$ cat src/rtl/dlseq_pkg.sv
package dlseq_pkg;
  localparam int AW     = 16;
  localparam int CW     = 5;
  localparam int PAGE_W = 12;

  typedef enum logic [2:0] {S_IDLE, S_OP, S_LO, S_HI, S_LINE} seq_state_e;

  function automatic logic is_blank(input logic [3:0] mode);
    return mode < 4'h2;
  endfunction

  function automatic logic [CW-1:0] rows_of(input logic [7:0] op);
    logic [CW-1:0] r;
    case (op[3:0])
      4'h0:                    r = {2'b00, op[6:4]} + 5'd1;
      4'h3:                    r = 5'd10;
      4'h5, 4'h7:              r = 5'd16;
      4'h2, 4'h4, 4'h6, 4'h8:  r = 5'd8;
      4'h9, 4'hA:              r = 5'd4;
      4'hB, 4'hD:              r = 5'd2;
      default:                 r = 5'd1;
    endcase
    return r;
  endfunction

  function automatic logic is_lms(input logic [7:0] op);
    return !is_blank(op[3:0]) && ((op & 8'h70) == 8'h40);
  endfunction
endpackage

$ cat src/rtl/dlseq_fetch.sv
module dlseq_fetch
  import dlseq_pkg::*;
#(
  parameter logic [AW-1:0] DL_BASE = '0
) (
  input  logic          clk_i,
  input  logic          rst_ni,
  input  logic          line_strobe_i,
  input  logic          dma_en_i,
  output logic          mem_req_o,
  output logic [AW-1:0] mem_addr_o,
  input  logic          mem_valid_i,
  input  logic [7:0]    mem_data_i,
  output logic [3:0]    mode_o,
  output logic          line_go_o,
  output logic          last_o,
  output logic          irq_o,
  output logic          lms_we_o,
  output logic [AW-1:0] lms_addr_o
);
  seq_state_e    state_q;
  logic [AW-1:0] dl_ptr_q;
  logic [7:0]    op_q;
  logic [7:0]    lo_q;
  logic [CW-1:0] cnt_q;
  logic          irq_q;
  logic          accept;

  assign mem_req_o  = (state_q == S_OP) || (state_q == S_LO) || (state_q == S_HI);
  assign mem_addr_o = dl_ptr_q;
  assign accept     = mem_req_o && mem_valid_i;

  always_ff @(posedge clk_i or negedge rst_ni) begin
    if (!rst_ni) begin
      state_q  <= S_IDLE;
      dl_ptr_q <= DL_BASE;
      op_q     <= '0;
      lo_q     <= '0;
      cnt_q    <= '0;
      irq_q    <= 1'b0;
    end else begin
      case (state_q)
        S_IDLE: if (line_strobe_i) begin
          if (cnt_q != '0) begin
            state_q <= S_LINE;
          end else if (dma_en_i) begin
            state_q <= S_OP;
          end else begin
            // fetch paused: replay last mode without its interrupt flag
            cnt_q   <= rows_of(op_q);
            irq_q   <= 1'b0;
            state_q <= S_LINE;
          end
        end
        S_OP: if (accept) begin
          op_q     <= mem_data_i;
          irq_q    <= mem_data_i[7];
          cnt_q    <= rows_of(mem_data_i);
          dl_ptr_q <= dl_ptr_q + 1'b1;
          state_q  <= is_lms(mem_data_i) ? S_LO : S_LINE;
        end
        S_LO: if (accept) begin
          lo_q     <= mem_data_i;
          dl_ptr_q <= dl_ptr_q + 1'b1;
          state_q  <= S_HI;
        end
        S_HI: if (accept) begin
          dl_ptr_q <= dl_ptr_q + 1'b1;
          state_q  <= S_LINE;
        end
        S_LINE: begin
          cnt_q   <= cnt_q - 1'b1;
          state_q <= S_IDLE;
        end
        default: state_q <= S_IDLE;
      endcase
    end
  end

  assign mode_o     = op_q[3:0];
  assign line_go_o  = (state_q == S_LINE);
  assign last_o     = (cnt_q == CW'(1));
  assign irq_o      = irq_q;
  assign lms_we_o   = (state_q == S_HI) && accept;
  assign lms_addr_o = {mem_data_i, lo_q};
endmodule

$ cat src/rtl/dlseq_scan.sv
module dlseq_scan
  import dlseq_pkg::*;
#(
  parameter int ROW_BYTES = 40
) (
  input  logic          clk_i,
  input  logic          rst_ni,
  input  logic          lms_we_i,
  input  logic [AW-1:0] lms_addr_i,
  input  logic          adv_i,
  output logic [AW-1:0] scan_addr_o
);
  localparam logic [PAGE_W-1:0] STEP = PAGE_W'(ROW_BYTES);

  logic [AW-1:0] scan_q;

  always_ff @(posedge clk_i or negedge rst_ni) begin
    if (!rst_ni)       scan_q <= '0;
    else if (lms_we_i) scan_q <= lms_addr_i;
    else if (adv_i)    scan_q <= {scan_q[AW-1:PAGE_W], scan_q[PAGE_W-1:0] + STEP};
  end

  assign scan_addr_o = scan_q;
endmodule

$ cat src/rtl/dlseq_nmi.sv
module dlseq_nmi (
  input  logic       clk_i,
  input  logic       rst_ni,
  input  logic       trig_i,
  input  logic       en_we_i,
  input  logic [7:0] en_wdata_i,
  input  logic       clr_i,
  output logic       nmi_o,
  output logic       status_o
);
  logic en_q, nmi_q, status_q;

  always_ff @(posedge clk_i or negedge rst_ni) begin
    if (!rst_ni) begin
      en_q     <= 1'b0;
      nmi_q    <= 1'b0;
      status_q <= 1'b0;
    end else begin
      if (en_we_i) en_q <= (en_wdata_i & 8'h80) != 8'h00;
      nmi_q <= trig_i && en_q;
      if (trig_i && en_q) status_q <= 1'b1;
      else if (clr_i)     status_q <= 1'b0;
    end
  end

  assign nmi_o    = nmi_q;
  assign status_o = status_q;
endmodule

$ cat src/rtl/dlseq_top.sv
module dlseq_top
  import dlseq_pkg::*;
#(
  parameter logic [15:0] DL_BASE   = 16'h0000,
  parameter int          ROW_BYTES = 40
) (
  input  logic        clk_i,
  input  logic        rst_ni,
  input  logic        line_strobe_i,
  input  logic        dma_en_i,
  output logic        mem_req_o,
  output logic [15:0] mem_addr_o,
  input  logic        mem_valid_i,
  input  logic [7:0]  mem_data_i,
  input  logic        nmien_we_i,
  input  logic [7:0]  nmien_wdata_i,
  input  logic        status_clr_i,
  output logic        nmi_o,
  output logic        nmi_status_o,
  output logic [3:0]  mode_o,
  output logic        blank_o,
  output logic [15:0] scan_addr_o
);
  logic          line_go, last, irq, lms_we;
  logic [AW-1:0] lms_addr;
  logic [3:0]    mode;

  dlseq_fetch #(.DL_BASE(DL_BASE)) u_fetch (
    .clk_i, .rst_ni, .line_strobe_i, .dma_en_i,
    .mem_req_o, .mem_addr_o, .mem_valid_i, .mem_data_i,
    .mode_o(mode), .line_go_o(line_go), .last_o(last), .irq_o(irq),
    .lms_we_o(lms_we), .lms_addr_o(lms_addr)
  );

  dlseq_scan #(.ROW_BYTES(ROW_BYTES)) u_scan (
    .clk_i, .rst_ni,
    .lms_we_i(lms_we), .lms_addr_i(lms_addr),
    .adv_i(line_go && last && !is_blank(mode)),
    .scan_addr_o
  );

  dlseq_nmi u_nmi (
    .clk_i, .rst_ni,
    .trig_i(line_go && last && irq),
    .en_we_i(nmien_we_i), .en_wdata_i(nmien_wdata_i),
    .clr_i(status_clr_i),
    .nmi_o, .status_o(nmi_status_o)
  );

  assign mode_o  = mode;
  assign blank_o = is_blank(mode);
endmodule

$ cat config.mk
export PLATFORM = sky130hd
export DESIGN_NAME = dlseq_top
export DESIGN_NICKNAME = d
export VERILOG_FILES = /design/src/rtl/dlseq_pkg.sv /design/src/rtl/dlseq_fetch.sv /design/src/rtl/dlseq_scan.sv /design/src/rtl/dlseq_nmi.sv /design/src/rtl/dlseq_top.sv
export SDC_FILE = /design/constraint.sdc
export NUM_CORES = 1
export LEC_CHECK = 0
export ABC_CLOCK_PERIOD_IN_PS = 3700
export CORE_ASPECT_RATIO = 0.7
export CORE_UTILIZATION = 55
export DETAILED_ROUTE_END_ITERATION = 16
export GPL_TIMING_DRIVEN = 0
export PLACE_DENSITY = 0.87
export SLEW_MARGIN = 20
export SYNTH_ARGS = -nofsm -noshare
export SYNTH_HDL_FRONTEND = slang
export SYNTH_HIERARCHICAL = 1
export SYNTH_SLANG_ARGS = --single-unit
$ cat constraint.sdc
create_clock -name clk_i -period 3.7 [get_ports clk_i]
set_input_delay 0.555 -clock clk_i [delete_from_list [all_inputs] [get_ports clk_i]]
set_output_delay 0.555 -clock clk_i [all_outputs]
set_load 0.005 [all_outputs]
# Word-level counts from Yosys, hierarchy flattened
# Index checks and enable logic that the tools add are counted.
dict set report word_totals {
  word_cells 110
  mem_count 0
  ram_bits 0
  ff_bits 59
  latch_bits 0
  romBits 0
}
dict set report op_classes {
  muxes 24
  eq_ne 34
  bitwise_logic 0
  order_cmp 2
  multipliers 0
  n_div 0
  n_shift 0
  addsub 5
  reduce_logical 34
}
# operator n
set ops {}
lappend ops {{5-bit one-hot mux with 6 select lines} 2}
lappend ops {{4-bit equality test (second input constant)} 10}
lappend ops {{4-bit by 3-bit equality test with 1-bit output (second input constant)} 8}
lappend ops {{3-bit 2-to-1 mux} 7}
lappend ops {{5-bit 2-to-1 mux} 4}
lappend ops {{16-bit by 1-bit adder with 16-bit output (second input constant)} 1}
lappend ops {{4-bit by 2-bit equality test with 1-bit output (second input constant)} 4}
lappend ops {{16-bit 2-to-1 mux} 1}
lappend ops {{5-bit one-hot mux with 3 select lines} 1}
lappend ops {{12-bit by 6-bit adder with 12-bit output (second input constant)} 1}
lappend ops {{12-bit 2-to-1 mux} 1}
lappend ops {{3-bit one-hot mux with 4 select lines} 1}
lappend ops {{2-bit OR reduction} 6}
lappend ops {{5-bit AND reduction} 2}
lappend ops {{3-bit by 1-bit adder with 4-bit output (second input constant)} 2}
lappend ops {{4-bit logical NOT} 2}
lappend ops {{4-bit by 2-bit < comparator with 1-bit output (second input constant)} 2}
lappend ops {{4-bit OR reduction} 2}
lappend ops {{1-bit logical AND} 7}
lappend ops {{3-bit by 2-bit equality test with 1-bit output (second input constant)} 2}
lappend ops {{3-bit equality test (second input constant)} 2}
lappend ops {{1-bit 2-to-1 mux} 6}
lappend ops {{2-bit by 1-bit inequality test with 1-bit output (second input constant)} 3}
lappend ops {{2-bit inequality test (second input constant)} 3}
lappend ops {{other kinds (13)} 19}

# Longest topological paths before layout
# Gate-level depths: netlist of the first run.
dict set report logic_depth {
  depth_word 7
  ltp_mapped 8
}

# By module
# Netlist of the first run, hierarchy kept.
# module cells_per_inst n_inst area_each_um2
set by_module_without_submodules {}
lappend by_module_without_submodules {dlseq_fetch 235 1 2464.9}
lappend by_module_without_submodules {dlseq_scan 69 1 773.2}
lappend by_module_without_submodules {dlseq_nmi 7 1 110.1}
lappend by_module_without_submodules {dlseq_top 3 1 21.3}

# Least setup slack after synthesis of the first run
# OpenSTA, ideal clock, no wires.
dict set report synth_timing {
  path_type {reg2reg}
  startpoint {register u_fetch.state_q[1]}
  endpoint {register u_scan.scan_q[11], in the netlist u_scan/scan_addr_o[11]}
  t_required_ns 3.576
  period_less_slack_ns 2.084
  path_stages_with_launch 8
  setup_time_ns 0.124
  arrival_time_ns 1.960
  slack_ns 1.616
  cell_sequence {dfrtp_1 > or3b_4 > inv_2 > o311a_1 > buf_6 > nand4_4 > o31a_2 > o31a_1}
}
# element line_no
set synth_rtl {}
lappend synth_rtl {{start: declaration} dlseq_fetch.sv:21} ;# seq_state_e state_q;
lappend synth_rtl {{start signal: assignment} dlseq_fetch.sv:60} ;# state_q <= is_lms(mem_data_i) ? S_LO : S_LINE;
lappend synth_rtl {{3-bit equality test} dlseq_fetch.sv:81} ;# assign line_go_o = (state_q == S_LINE);
lappend synth_rtl {{named net line_go} dlseq_top.sv:24} ;# logic line_go, last, irq, lms_we;
lappend synth_rtl {{1-bit logical AND (2 in series)} dlseq_top.sv:38} ;# .adv_i(line_go && last && !is_blank(mode)),
lappend synth_rtl {{2-bit nonzero test (no source line)} -}
lappend synth_rtl {{end signal: assignment} dlseq_scan.sv:19} ;# else if (lms_we_i) scan_q <= lms_addr_i;
lappend synth_rtl {{end signal: assignment} dlseq_scan.sv:20} ;# else if (adv_i) scan_q <= {scan_q[AW-1:PAGE_W], scan_q[PAGE_W-1:0] + STEP};
lappend synth_rtl {{end: declaration} dlseq_scan.sv:15} ;# logic [AW-1:0] scan_q;
# The timed path passes the listed nets, and every way through them passes these cells. The select of a mux whose other input is x is not followed.
# A chain may end at the register's enable or synchronous reset.

# Worst setup path after layout of the first run
dict set report layout_timing {
  startpoint {register u_fetch.state_q[0]}
  endpoint {output port mem_req_o}
}
dict set report layout_via {
  elab_chain_cells 3
}
# element line_no
set layout_lines {}
lappend layout_lines {{3-bit by 1-bit equality test with 1-bit output or 3-bit by 2-bit equality test with 1-bit output (tied branches)} dlseq_fetch.sv:29} ;# assign mem_req_o = (state_q == S_OP) || (state_q == S_LO) || (state_q == S_HI);
lappend layout_lines {{1-bit logical OR} dlseq_fetch.sv:29}
lappend layout_lines {{1-bit logical OR *} dlseq_fetch.sv:29}
lappend layout_lines {{end: declaration} dlseq_top.sv:11} ;# output logic mem_req_o,
# Mark *: on every way between the ends. The rest lies on a longest branch, timed or not.

==> flow_metrics.env, run 1 <==
export IMPL_outcome="completed"
export IMPL_min_period_over_period_pct=62.4
export IMPL_internal_power_mw=1.64
export IMPL_post_place_cells=444
export IMPL_cts_resized=0
export IMPL_htreeDepth=3
export IMPL_grt_max_degree=44
export IMPL_top_layer="met4"
export IMPL_cpPeakStageDelay_ns=0.45
export IMPL_finalWirelength_um=7890
export IMPL_vias=2717
export IMPL_start_kind="flop"
export IMPL_synth_seq_cells=59
export IMPL_root_buffer="clkbuf_8"
export IMPL_area_delta_synth_final_pct=24.6
export IMPL_grt_pass1_vias=2621
export IMPL_tns_ns=0
export IMPL_path_depth=4
export IMPL_clk_pin_slew_worst_paths_ns=0.07
export IMPL_antenna_found_initial=0
export IMPL_synthFlopType="dfrtp_1"
export IMPL_drcViolationCount=0
export IMPL_final_layout_size_suffix_gt1_share_pct=21.0
export IMPL_layout_commonest_cell="dfrtp_1"
export IMPL_cp_data_required_time_ns=3.14
export IMPL_seqPwrFrac_pct=37.9
export IMPL_hold_path_class="input port to asynchronous set/reset pin"
export IMPL_worstSkewPairLatency_ns=0.34
export IMPL_routedLengthMet1_um=3670
export IMPL_portBuffers=54
export IMPL_cp_end_kind="output pin"
export IMPL_initial_core_util_pct=58.0
export IMPL_synthCells=314
export IMPL_hold_viol_final=0
export IMPL_cts_tree="done"
export IMPL_worst_path_max_delay_cell="clkdlybuf4s50_1"
export IMPL_drt_iter0_markers=190
export IMPL_relSlewSlack_pct=68.0
export IMPL_synth_async_sr_flop_share_pct=100
export IMPL_die_width_um=95.6
export IMPL_synth_edf_count=0
export IMPL_syn_num_nets=345
export IMPL_cts_sinks=59
export IMPL_cts_setup_buffers=0
export IMPL_first_pass_iters=4
export IMPL_mostFrequentLayoutCells="dfrtp_1 (59), clkdlybuf4s50_1 (53), nand2_1 (22)"
export IMPL_io_pins=63
export IMPL_ir_drop_mv=0.383
export IMPL_synth_area_mm2=0.00337
export IMPL_antenna_cells=0
export IMPL_cp_top_family="buffers and inverters"
export IMPL_yosys_warnings=6
export IMPL_worst_slew_pin_slew_ns=0.476
export IMPL_cellLeakagePower_nw=1.79
export IMPL_wl_met3_um=544
export IMPL_cp_data_arrival_time_ns=1.76
export IMPL_cts_buffer_depth=2
export IMPL_grt_use_total_pct=26.8
export IMPL_path_cells="buf_6 -> nor2_4 -> nor2_1 -> clkdlybuf4s50_1"
export IMPL_cts_hold_buf=0
export IMPL_finalWeightedCongestion=0.859
export IMPL_fmax_mhz=433
export IMPL_synth_seq_area_share_pct=43.8
export IMPL_period_minus_slack_ns=2.31
export IMPL_power_density_mw_per_mm2=627
export IMPL_rsz0062_at_grt="no"
export IMPL_die_h_um=67.5
export IMPL_die_area_mm2=0.00645
export IMPL_grt_ovfl_total=0
export IMPL_cts_buffers_inserted=9
export IMPL_syn_avg_cell_area_um2=10.7
export IMPL_post_drt_wl_per_cell_um=17.2
export IMPL_clkPwrFrac_pct=19.8
export IMPL_instances_no_fill=460
export IMPL_hpwl_um=5660
export IMPL_met2_wirelength_um=3600
export IMPL_core_area_mm2=0.00581
export IMPL_fin_nets=411
export IMPL_slew_viol_final=0
export IMPL_switchingPower_mw=0.994
export IMPL_p_sw_share_pct=37.7
export IMPL_yosysUniqueCellTypes=64
export IMPL_grt_pass1_wl_um=12800
export IMPL_ant_nets=0
export IMPL_worst_r2r_path_depth=7
export IMPL_rows=23
export IMPL_path_buf_inv=2
export IMPL_maxCapViolCount=0
export IMPL_setup_viol=0
export IMPL_comb_power_share_pct=42.2
export IMPL_crit_type="flop to output pin"
export IMPL_clock_skew_ns=0.00533
export IMPL_worst_path_max_fanout=10
export IMPL_viasPerCell=5.91
path summary, 6_finish.rpt:
kind                       slack (ns)                                  to                               start
setup / recovery                 1.39                           mem_req_o      u_fetch/state_q[0]$_DFFE_PN0P_
hold / removal                   0.08         u_fetch/op_q[3]$_DFFE_PN0P_                              rst_ni
setup reg to reg                 1.40  u_scan/scan_addr_o[11]$_DFFE_PN0N_      u_fetch/state_q[0]$_DFFE_PN0P_
hold reg to reg                  0.49  u_fetch/mem_addr_o[15]$_DFFE_PN0P_  u_fetch/mem_addr_o[15]$_DFFE_PN0P_
max in group asynchronous        3.13  u_scan/scan_addr_o[10]$_DFFE_PN0N_                              rst_ni
min in group clk_i               0.43   u_scan/scan_addr_o[9]$_DFFE_PN0N_                       mem_data_i[1]
metal layers:
metal	up-vias	global-route usage (%)
met2	106	41.3
met1	1340	37.2
met3	9	8.33
met4	0	6.34
li1	1262	-
met5	-	0
Yosys cell counts (all sizes together), types with 2 or more instances:
library cell  instances  area (um2)
nor4                  3        40.0
nor3b                 3        33.8
a21oi                 9        45.0
xnor2                16         140
clkbuf                6        22.5
buf                  21         173
a211oi                3        22.5
nor3                  9        45.0
mux2i                 2        20.0
nand3                11        55.1
dfrtp                59        1480
or3b                  4        37.5
and3                  5        31.3
or4                   3        22.5
inv                  13        48.8
nor2b                 3        18.8
or3                   2        13.8
nand2b                9        63.8
ha                    8         100
a311oi                2        35.0
and2                  3        21.3
o31a                  2        18.8
nor4b                 2        47.6
xor2                  5        43.8
o211ai                7        62.6
nand2                22        82.6
mux2                 22         251
nor2                 13        56.3
a31oi                 6        37.5
nand4                 7        58.8
o21ai                15        75.1
o31ai                 5        37.5
registers in the layout (all words and copies together) (netlist names):
name	cells
u_fetch/cnt_q	5
u_fetch/irq_o	1
u_fetch/lo_q	8
u_fetch/mem_addr_o	16
u_fetch/op_q	7
u_fetch/state_q	3
u_nmi/en_q	1
u_nmi/nmi_o	1
u_nmi/status_o	1
u_scan/scan_addr_o	16
worst register-to-register path, stage by stage, from the launching register on:
cell and delay [ns]:
dfrtp_1 0.42, or3b_4 0.43, inv_2 0.17, o311a_1 0.24, buf_6 0.15, nand4_4 0.14, o31a_2 0.36, o31a_1 0.28
cells by family after synthesis:
family                   after synthesis  share of synthesized area [%]
AO/OA/AOI/OAI                         57                           12.0
XOR/XNOR                              21                           5.46
adder cells (fa/ha/maj)                8                           2.97
buffers and inverters                 40                           7.24
flip-flops                            59                           43.8
multiplexers                          24                           8.06
AND/OR/NAND/NOR                      105                           20.5
power by group through the flow:
stage	Combinational [mW]	Clock, mW	Sequential, mW
finish	1.11	0.522	1.00
CTS	1.11	0.536	0.998
detailed placement	1.08	0	1.01
global placement	1.04	0	0.990
global route	1.21	0.569	1.03
floorplan	0.689	0	0.970
through the flow:
stage	utilization, %	hold slack [ns]	power (mW)	cell area (um2)	setup slack [ns]
global placement	68.9	0.460	2.03	4000	0.223
global route	72.2	0.0804	2.81	4200	1.27
floorplan	-	0.259	1.66	3370	1.62
finish	72.2	0.0779	2.63	4200	1.39
CTS	72.2	0.0707	2.64	4200	1.36
detailed placement	69.2	0.442	2.09	4020	1.08
layout make-up:
type / count / area, um2
buffer: 27 / 195
clock buffer: 9 / 124
clock inverter: 7 / 53.8
fill: 429 / 1610
inverter: 13 / 48.8
multi-input combinational: 215 / 1650
sequential: 59 / 1480
tap: 75 / 93.8
timing repair buffer: 55 / 558
Note: power is estimated with default switching activity, not from simulation.
==> run 2, diff against run 1 <==
--- a/config.mk
+++ b/config.mk
@@ -5,12 +5,12 @@
 export SDC_FILE = /design/constraint.sdc
 export NUM_CORES = 1
 export LEC_CHECK = 0
-export ABC_CLOCK_PERIOD_IN_PS = 3700
+export ABC_CLOCK_PERIOD_IN_PS = 2100
 export CORE_ASPECT_RATIO = 0.7
-export CORE_UTILIZATION = 55
+export CORE_UTILIZATION = 47
 export DETAILED_ROUTE_END_ITERATION = 16
 export GPL_TIMING_DRIVEN = 0
-export PLACE_DENSITY = 0.87
+export PLACE_DENSITY = 0.79
 export SLEW_MARGIN = 20
 export SYNTH_ARGS = -nofsm -noshare
 export SYNTH_HDL_FRONTEND = slang
==> constraint.sdc (replaced) <==
create_clock -name clk_i -period 2.1 [get_ports clk_i]
set_input_delay 0.315 -clock clk_i [delete_from_list [all_inputs] [get_ports clk_i]]
set_output_delay 0.315 -clock clk_i [all_outputs]
set_load 0.005 [all_outputs]
==> run 2 against run 1 <==
Compared with the run above: clock skew rose by 0.0061 ns; flip-flop and latch count did not move; utilization fell by 9.6 points; highest routed layer unchanged; largest power group unchanged; critical endpoint is now u_scan/scan_addr_o[10]$_DFFE_PN0N_; critical path depth rose by 2; non-clock buffer count is 8 higher; global-route usage fell by 4.4 points; die area up 17%.
==> flow_metrics.env, run 2 (same netlist as run 1, synthesis figures left out) <==
export IMPL_outcome="completed"
export IMPL_htreeDepth=3
export IMPL_ir_drop_mv=0.585
export IMPL_die_h_um=72.8
export IMPL_grt_pass1_wl_um=12600
export IMPL_layout_commonest_cell="dfrtp_1"
export IMPL_worst_slew_pin_slew_ns=0.486
export IMPL_portBuffers=54
export IMPL_hold_path_class="input port to flop"
export IMPL_rsz0062_at_grt="yes"
export IMPL_core_area_mm2=0.00685
export IMPL_grt_max_degree=45
export IMPL_rows=25
export IMPL_worst_r2r_path_depth=6
export IMPL_fillers=563
export IMPL_finalWeightedCongestion=0.843
export IMPL_period_minus_slack_ns=2.03
export IMPL_area_delta_synth_final_pct=27.4
export IMPL_grt_ovfl_total=0
export IMPL_die_width_um=103
export IMPL_regArea_mm2=0.00148
export IMPL_root_buffer="clkbuf_8"
export IMPL_power_density_mw_per_mm2=1080
export IMPL_maxCapViolCount=0
export IMPL_clk_pin_slew_worst_paths_ns=0.06
export IMPL_r2r_start="u_fetch/state_q[0]$_DFFE_PN0P_"
export IMPL_post_drt_wl_per_cell_um=15.9
export IMPL_cts_buffers_inserted=9
export IMPL_fmax_mhz=492
export IMPL_hp_start="mem_data_i[1]"
export IMPL_relSlewSlack_pct=67.4
export IMPL_vias=2644
export IMPL_final_layout_size_suffix_gt1_share_pct=21.9
export IMPL_cp_top_family="simple AND/OR/NAND/NOR gates"
export IMPL_grt_pass1_vias=2604
export IMPL_regToRegEndpoint="u_scan/scan_addr_o[10]$_DFFE_PN0N_"
export IMPL_fin_nets=419
export IMPL_start_kind="flop"
export IMPL_grt_use_total_pct=22.4
export IMPL_drcViolationCount=0
export IMPL_cp_end_kind="flop"
export IMPL_place_area_mm2=0.00405
export IMPL_drt_iter0_markers=139
export IMPL_worst_path_max_delay_cell="or4_1"
export IMPL_finalWirelength_um=7710
export IMPL_slew_viol_final=0
export IMPL_reg2reg_slack_ns=0.07
export IMPL_multi_input_area_mm2=0.00167
export IMPL_clock_skew_ns=0.0115
export IMPL_hold_viol_final=0
export IMPL_cpPeakStageDelay_ns=0.49
export IMPL_cts_tree="done"
export IMPL_total_power_mw=4.64
export IMPL_io_pins=63
export IMPL_holdPathStages=3
export IMPL_postLayoutCellArea_mm2=0.00429
export IMPL_cp_data_required_time_ns=2.35
export IMPL_hpwl_um=5560
export IMPL_die_area_mm2=0.00752
export IMPL_initial_core_util_pct=49.2
export IMPL_ant_nets=0
export IMPL_setup_viol=0
export IMPL_min_period_over_period_pct=96.7
export IMPL_cts_sinks=59
export IMPL_cellLeakagePower_nw=1.84
export IMPL_viasPerCell=5.44
export IMPL_mostFrequentLayoutCells="dfrtp_1 (59), clkdlybuf4s50_1 (51), nand2_1 (22)"
export IMPL_antenna_found_initial=0
export IMPL_worst_path_max_fanout=6
export IMPL_first_pass_iters=4
export IMPL_path_cells="or3b_4 -> clkinv_4 -> o311a_4 -> nand4_4 -> or4_1 -> a31oi_1"
export IMPL_worstSkewPairLatency_ns=0.34
export IMPL_tns_ns=0
export IMPL_path_buf_inv=1
export IMPL_cts_buffer_depth=2
export IMPL_cp_data_arrival_time_ns=2.28
export IMPL_crit_type="flop to flop"
export IMPL_antenna_cells=0
export IMPL_hold_end="u_scan/scan_addr_o[9]$_DFFE_PN0N_"
run 2: worst max-delay path by stage:
stage                                         from                            endpoint  cells after the start
floorplan           u_fetch/state_q[1]$_DFFE_PN0P_  u_scan/scan_addr_o[11]$_DFFE_PN0N_                      7
CTS                 u_fetch/state_q[0]$_DFFE_PN0P_                           mem_req_o                      4
finish              u_fetch/state_q[0]$_DFFE_PN0P_  u_scan/scan_addr_o[10]$_DFFE_PN0N_                      6
detailed placement                   mem_data_i[4]        u_fetch/cnt_q[1]$_DFFE_PN0P_                      7
global placement                            rst_ni  u_scan/scan_addr_o[15]$_DFFE_PN0P_                      1
global route        u_fetch/state_q[0]$_DFFE_PN0P_  u_scan/scan_addr_o[10]$_DFFE_PN0N_                      6
run 2: layout make-up:
type	count	area share (%)
flip-flops and latches	59	34.4
clock buffers	13	3.47
clock inverters	2	0.292
well taps	94	2.74
repair buffers	64	14.8
multi-input cells	215	38.8
inverters	13	1.25
plain buffers	26	4.29
run 2: repair_timing:
action / in CTS / in global routing
hold endpoints to repair: 15 / 0
buffers inserted: 3 / 5
gates resized for setup: 3 / 4
setup endpoints to repair: 6 / 4
hold buffers: 1 / 0
pin swaps: 2 / 2
run 2: worst register-to-register path, delay by kind of cell, from the launching register on:
| kind | cells | cell delay (ns) |
|---|---|---|
| buf+inv | 1 | 0.07 |
| simple gates | 3 | 1.09 |
| flops | 1 | 0.41 |
| compound gates | 2 | 0.39 |
run 2: through the flow:
step                cells  hold WS (ns)  utilization [%]  worst slack (ns)
CTS                   481         0.186             62.0           0.00725
finish                486         0.204             62.6            0.0688
floorplan             314        0.0194                -            0.0165
detailed placement    463         0.202             59.1            -0.258
global placement      462         0.460             58.8             -1.19
global route          486         0.203             62.6           -0.0158
run 2: per-layer routing:
layer,share of wire (%),up-vias,track usage (%)
li1,-,1263,-
met5,0,-,0
met3,6.2,7,6.23
met2,44,75,33.3
met4,0.91,0,7.82
met1,48,1299,31.5
run 2: power breakdown:
part	switching [mW]	total [mW]	internal, mW
clock	0.420	0.873	0.453
sequential	0.325	1.76	1.43
combinational	0.931	2.01	1.08
total	1.68	4.64	2.96
